`src/rtl/rbd_pkg.sv`:
```
package rbd_pkg;

  // Default widths shared by the deserializer and its checker
  parameter int unsigned RBD_WORD_W = 32;
  parameter int unsigned RBD_CNT_W  = 16;

  // Sticky end-of-stream error flags
  typedef struct packed {
    logic partial;
    logic len_mismatch;
  } rbd_err_t;

  function automatic rbd_err_t rbd_end_check(input logic word_done, input logic count_ok);
    rbd_err_t e;
    e.partial      = !word_done;
    e.len_mismatch = word_done && !count_ok;
    return e;
  endfunction

endpackage

```
`src/rtl/rbd_bit_packer.sv`:
```
module rbd_bit_packer #(
  parameter int unsigned WORD_W = 32
) (
  input  logic              clk,
  input  logic              rst_n,
  input  logic              clear,
  input  logic              take,
  input  logic              bit_i,
  output logic [WORD_W-1:0] word_o,
  output logic              word_done_o,
  output logic              at_boundary_o
);
  localparam int unsigned POS_W = (WORD_W > 1) ? $clog2(WORD_W) : 1;
  localparam logic [POS_W-1:0] POS_LAST = POS_W'(WORD_W - 1);

  logic [POS_W-1:0] pos_q;

  assign at_boundary_o = (pos_q == POS_LAST);
  assign word_done_o   = take && at_boundary_o;

  always_ff @(posedge clk or negedge rst_n) begin
    if (!rst_n) begin
      pos_q <= '0;
    end else if (clear) begin
      pos_q <= '0;
    end else if (take) begin
      pos_q <= at_boundary_o ? '0 : pos_q + 1'b1;
    end
  end

  generate
    if (WORD_W > 1) begin : g_shift
      logic [WORD_W-2:0] sr_q;
      always_ff @(posedge clk or negedge rst_n) begin
        if (!rst_n) begin
          sr_q <= '0;
        end else if (clear) begin
          sr_q <= '0;
        end else if (take) begin
          sr_q <= at_boundary_o ? '0 : {sr_q[WORD_W-3 >= 0 ? WORD_W-3 : 0:0], bit_i};
        end
      end
      assign word_o = {sr_q, bit_i};
    end else begin : g_single
      assign word_o = bit_i;
    end
  endgenerate

endmodule

```
`src/rtl/rbd_frame_gate.sv`:
```
module rbd_frame_gate #(
  parameter int unsigned CNT_W = 16
) (
  input  logic             clk,
  input  logic             rst_n,
  input  logic             clear,
  input  logic             word_done,
  input  logic [CNT_W-1:0] frame_words,
  input  logic [CNT_W-1:0] total_words,
  output logic             keep_o,
  output logic             count_ok_o
);
  localparam logic [CNT_W-1:0] IDX_MAX = '1;

  logic [CNT_W-1:0] idx_q;
  logic [CNT_W:0]   ordinal;

  // Words before index frame_words belong to the dummy frame
  assign keep_o     = (idx_q >= frame_words);
  assign ordinal    = {1'b0, idx_q} + 1'b1;
  assign count_ok_o = (ordinal == {1'b0, total_words});

  always_ff @(posedge clk or negedge rst_n) begin
    if (!rst_n) begin
      idx_q <= '0;
    end else if (clear) begin
      idx_q <= '0;
    end else if (word_done && idx_q != IDX_MAX) begin
      idx_q <= idx_q + 1'b1;
    end
  end

endmodule

```
`src/rtl/rbd_out_stage.sv`:
```
module rbd_out_stage #(
  parameter int unsigned WORD_W = 32
) (
  input  logic              clk,
  input  logic              rst_n,
  input  logic              clear,
  input  logic              load,
  input  logic [WORD_W-1:0] data_in,
  input  logic              last_in,
  input  logic              out_ready,
  output logic              out_valid,
  output logic [WORD_W-1:0] out_data,
  output logic              out_last,
  output logic              can_load_o
);
  assign can_load_o = !out_valid || out_ready;

  always_ff @(posedge clk or negedge rst_n) begin
    if (!rst_n) begin
      out_valid <= 1'b0;
      out_data  <= '0;
      out_last  <= 1'b0;
    end else if (clear) begin
      out_valid <= 1'b0;
      out_last  <= 1'b0;
    end else if (load) begin
      out_valid <= 1'b1;
      out_data  <= data_in;
      out_last  <= last_in;
    end else if (out_ready) begin
      out_valid <= 1'b0;
      out_last  <= 1'b0;
    end
  end

endmodule

```
`src/rtl/readback_deserializer.sv`:
```
module readback_deserializer
  import rbd_pkg::*;
#(
  parameter int unsigned WORD_W = RBD_WORD_W,
  parameter int unsigned CNT_W  = RBD_CNT_W
) (
  input  logic              clk,
  input  logic              rst_n,
  input  logic              clear,
  input  logic [CNT_W-1:0]  frame_words,
  input  logic [CNT_W-1:0]  total_words,
  input  logic              in_valid,
  output logic              in_ready,
  input  logic              in_bit,
  input  logic              in_last,
  output logic              out_valid,
  input  logic              out_ready,
  output logic [WORD_W-1:0] out_data,
  output logic              out_last,
  output logic              err_partial,
  output logic              err_len
);
  logic              take;
  logic              word_done;
  logic              at_boundary;
  logic [WORD_W-1:0] word;
  logic              keep;
  logic              count_ok;
  logic              can_load;
  logic              done_q;
  rbd_err_t          err_q;
  rbd_err_t          err_new;

  // A stall is needed only on the bit that would finish a word
  assign in_ready = !clear && !done_q && (!at_boundary || can_load);
  assign take     = in_valid && in_ready;

  rbd_bit_packer #(.WORD_W(WORD_W)) packer_i (
    .clk          (clk),
    .rst_n        (rst_n),
    .clear        (clear),
    .take         (take),
    .bit_i        (in_bit),
    .word_o       (word),
    .word_done_o  (word_done),
    .at_boundary_o(at_boundary)
  );

  rbd_frame_gate #(.CNT_W(CNT_W)) gate_i (
    .clk        (clk),
    .rst_n      (rst_n),
    .clear      (clear),
    .word_done  (word_done),
    .frame_words(frame_words),
    .total_words(total_words),
    .keep_o     (keep),
    .count_ok_o (count_ok)
  );

  rbd_out_stage #(.WORD_W(WORD_W)) out_i (
    .clk       (clk),
    .rst_n     (rst_n),
    .clear     (clear),
    .load      (word_done && keep),
    .data_in   (word),
    .last_in   (in_last),
    .out_ready (out_ready),
    .out_valid (out_valid),
    .out_data  (out_data),
    .out_last  (out_last),
    .can_load_o(can_load)
  );

  assign err_new = rbd_end_check(word_done, count_ok);

  always_ff @(posedge clk or negedge rst_n) begin
    if (!rst_n) begin
      done_q <= 1'b0;
      err_q  <= '0;
    end else if (clear) begin
      done_q <= 1'b0;
      err_q  <= '0;
    end else if (take && in_last) begin
      done_q <= 1'b1;
      err_q  <= err_q | err_new;
    end
  end

  assign err_partial = err_q.partial;
  assign err_len     = err_q.len_mismatch;

endmodule

```
`config.mk`:
```
export PLATFORM = sky130hd
export DESIGN_NAME = readback_deserializer
export DESIGN_NICKNAME = d
export VERILOG_FILES = /design/src/rtl/rbd_pkg.sv /design/src/rtl/rbd_bit_packer.sv /design/src/rtl/rbd_frame_gate.sv /design/src/rtl/rbd_out_stage.sv /design/src/rtl/readback_deserializer.sv
export SDC_FILE = /design/constraint.sdc
export NUM_CORES = 1
export LEC_CHECK = 0
export BUFFER_PORTS_ARGS = -buffer_cell sky130_fd_sc_hd__buf_2
export CAP_MARGIN = 20
export CORE_UTILIZATION = 46
export DETAILED_ROUTE_END_ITERATION = 6
export PLACE_DENSITY = 0.66
export RECOVER_POWER = 50
export SYNTH_ARGS = -nofsm -noshare
export SYNTH_HDL_FRONTEND = slang
export SYNTH_SLANG_ARGS = --single-unit
```
`constraint.sdc`:
```
create_clock -name clk -period 3.6 [get_ports clk]
set_input_delay 0.72 -clock clk [delete_from_list [all_inputs] [get_ports clk]]
set_output_delay 0.72 -clock clk [all_outputs]
set_load 0.005 [all_outputs]
```
==> results.json <==
{
  "cts_buffers": 9,
  "crit_path_end_kind": "flip-flop",
  "setup_viol": 0,
  "place_congestion": 0.787,
  "grt_pass1_vias": 4425,
  "grt_pass1_wl_mm": 22.0,
  "cpMostUsedCell": "o21ai_0",
  "ys_ff_latch": 89,
  "fp-row-count": 38,
  "r2r-end": "out_i.out_valid",
  "worstPathCellList": "ha_1, a21oi_1, o21ai_0, a2111oi_0, o21a_1, buf_4, o21ai_0, a22o_1",
  "slew_headroom": -0.194,
  "post_cts_resized": 0,
  "htreeDepth": 3,
  "drt-wirelength-per-cell_um": 17.7,
  "fin_setup_tns_ns": 0,
  "die_w_um": 109,
  "yosysMostFrequentCell": "dfrtp_1",
  "leakagePower_nw": 2.81,
  "critPathKind": "flip-flop to flip-flop",
  "violations": "max-capacitance violations, max-slew violations",
  "core-area_um2": 11000,
  "hold_violations": 0,
  "critical-path-slowest-cell": "a2111oi_0",
  "drive_gt1_frac": 0.180,
  "seq_area_frac_synth": 0.422,
  "synth_top_area_cell": "dfrtp_1",
  "place_inst": 741,
  "ys_types": 54,
  "overflow": 0,
  "skew_ns": 0.0106,
  "worst-path-buf-inv": 1,
  "post_layout_nonfiller_instances": 756,
  "die_h_um": 109,
  "power.density_nw_per_um2": 358,
  "start_kind": "flip-flop",
  "synthToLayoutAreaGrowth_pct": 13.4,
  "maxSlewViolCount": 71,
  "ant_nets": 0,
  "fmax_mhz": 343,
  "grt_max_degree": 71,
  "routed_via_density": 6.18,
  "r2r-start": "gate_i.idx_q[11]",
  "synth_ff_type": "dfrtp_1",
  "synthArstFlopShare": 1.00,
  "fill_cells": 990,
  "post-cts-setup-buffers": 0,
  "syn-num-nets": 621,
  "dieArea_um2": 11900,
  "synth_top_area_frac": 0.422,
  "hold_path_depth": 2,
  "drc": 0,
  "dr.pass1.iters": 4,
  "post-route-min-period_ns": 2.91,
  "synth_area_leaders": "dfrtp_1 42%, a22o_1 5.3%, nand4_1 4.7%, nor3b_1 4.6%, o211ai_1 4.6%",
  "cp_max_fo": 14,
  "hold_slack_ns": 0.496,
  "initial_core_util": 0.480,
  "grt_setup_unrepaired": "false",
  "place_hpwl_mm": 8.66,
  "antenna_found_initial": 0,
  "clock_path_buffers": 2,
  "grt_usage": 0.238,
  "timing.final.crit_share": 0.809,
  "io_pins": 76,
  "syn_inst": 563,
  "place.port_buffers": 75,
  "syn_area_um2": 5270,
  "worstHoldEndpoint": "done_q",
  "critPathMaxStageDelay_ns": 0.90,
  "dr_total_vias": 4673,
  "layout.nets": 670,
  "reg2reg_slack_ns": 0.69,
  "cts_root_buf": "clkbuf_16",
  "insertion_delay_ns": 0.34,
  "synth_edf_count": 0,
  "min_path_type": "flip-flop to flip-flop",
  "worst_slew_pin_slew_ns": 1.79,
  "drv_cap": 1,
  "cts_hold_buf": 0,
  "clk_pin_slew_ns": 0.06,
  "min-delay-start": "done_q",
  "worstPathArrival_ns": 3.14,
  "outcome": "finished with violations",
  "syn_area_per_cell_um2": 9.37,
  "worstPathRequired_ns": 3.83,
  "drt_iter0_markers": 273,
  "diodes": 0,
  "yosys-top-cells-count": "89 x dfrtp_1, 47 x a21oi_1, 44 x nand3_1",
  "yosys_warnings": 0,
  "cts_tree": "built",
  "r2r_cells": 8,
  "drt_wl_total_mm": 13.4,
  "critical_path.top_delay_family": "compound AO/OA/AOI/OAI gates",
  "ir_drop_v": 0.000196,
  "cts_num_sinks": 89
}
## power breakdown
group	switching (mW)	internal, mW
registers	0.00265	1.00
clock network	0.409	0.610
logic	0.0728	0.0404
total	0.485	1.65
## worst register-to-register path: stages, from the launching register on
cell	delay (ns)
dfrtp_1	0.48
ha_1	0.35
a21oi_1	0.14
o21ai_0	0.14
a2111oi_0	0.90
o21a_1	0.25
buf_4	0.20
o21ai_0	0.11
a22o_1	0.24
## kinds of logic after synthesis
group | after synthesis | synth area share
DFF | 89 | 0.422
adders and majority gates | 19 | 0.0451
buffers and inverters | 71 | 0.0643
muxes | 2 | 0.00403
and+or+nand+nor | 191 | 0.213
xor gates and xnor gates | 24 | 0.0413
AOI/OAI and AO/OA | 167 | 0.210
## state kept, by name, indices dropped and copies added, names as in the netlist
name	cells
done_q	1
packer_i.pos_q	5
err_len	1
gate_i.idx_q	16
out_i.out_valid	1
out_i.out_last	1
packer_i.g_shift.sr_q	31
out_i.out_data	32
err_partial	1
## layout make-up
cell class                      count  area [um^2]  share of cell area
Tap cell                          140          175              0.0293
Clock inverter                      6         91.3              0.0153
Clock buffer                        9          225              0.0377
Inverter                           20         75.1              0.0126
Sequential cell                    89         2230               0.372
Multi-Input combinational cell    403         2720               0.456
Timing Repair Buffer               89          462              0.0772
## worst max path at each step
| stage | start | end | slack [ns] | depth (start not counted) |
|---|---|---|---|---|
| 6_report | gate_i.idx_q[11] | out_i.out_valid | 0.69 | 8 |
| 5_1_grt | gate_i.idx_q[11] | out_i.out_valid | 0.49 | 8 |
| 4_1_cts | gate_i.idx_q[9] | out_i.out_valid | 0.69 | 8 |
| 3_5_place_dp | frame_words[11] | out_i.out_valid | 0.36 | 10 |
| 3_3_place_gp | frame_words[11] | out_i.out_valid | 0.43 | 10 |
| 2_1_floorplan | frame_words[11] | out_i.out_valid | 1.17 | 9 |
## routing by layer
metal,share of wire,GRT usage,vias to the layer above
met3,0.046,0.0299,21
met4,0.015,0.0888,0
li1,-,-,2208
met5,0,0,-
met1,0.46,0.326,2308
met2,0.48,0.383,136
## per-stage QoR
step,power (mW),worst slack [ns],utilization,area (um^2)
finish,2.14,0.687,0.544,5980
detailed placement,1.14,0.364,0.518,5680
floorplan,1.08,1.17,-,5270
global route,2.21,0.489,0.544,5980
global placement,1.14,0.426,0.518,5680
CTS,2.15,0.691,0.546,6000
## placed cells by master (no fill, tap or decap), drive strengths merged, types with 2 or more instances in the layout
cell / n
a211oi: 3
a21o: 4
a21oi: 48
a22o: 32
and2: 5
and3: 5
and4: 2
buf: 77
bufinv: 2
clkbuf: 21
clkinv: 2
dfrtp: 89
ha: 19
inv: 22
nand2: 20
nand2b: 3
nand3: 44
nand3b: 2
nand4: 41
nor2: 22
nor3: 8
nor3b: 32
nor4: 2
o211ai: 32
o21a: 3
o21ai: 29
o31ai: 9
xnor2: 15
xor2: 9
(Power assumes the default switching activity.)
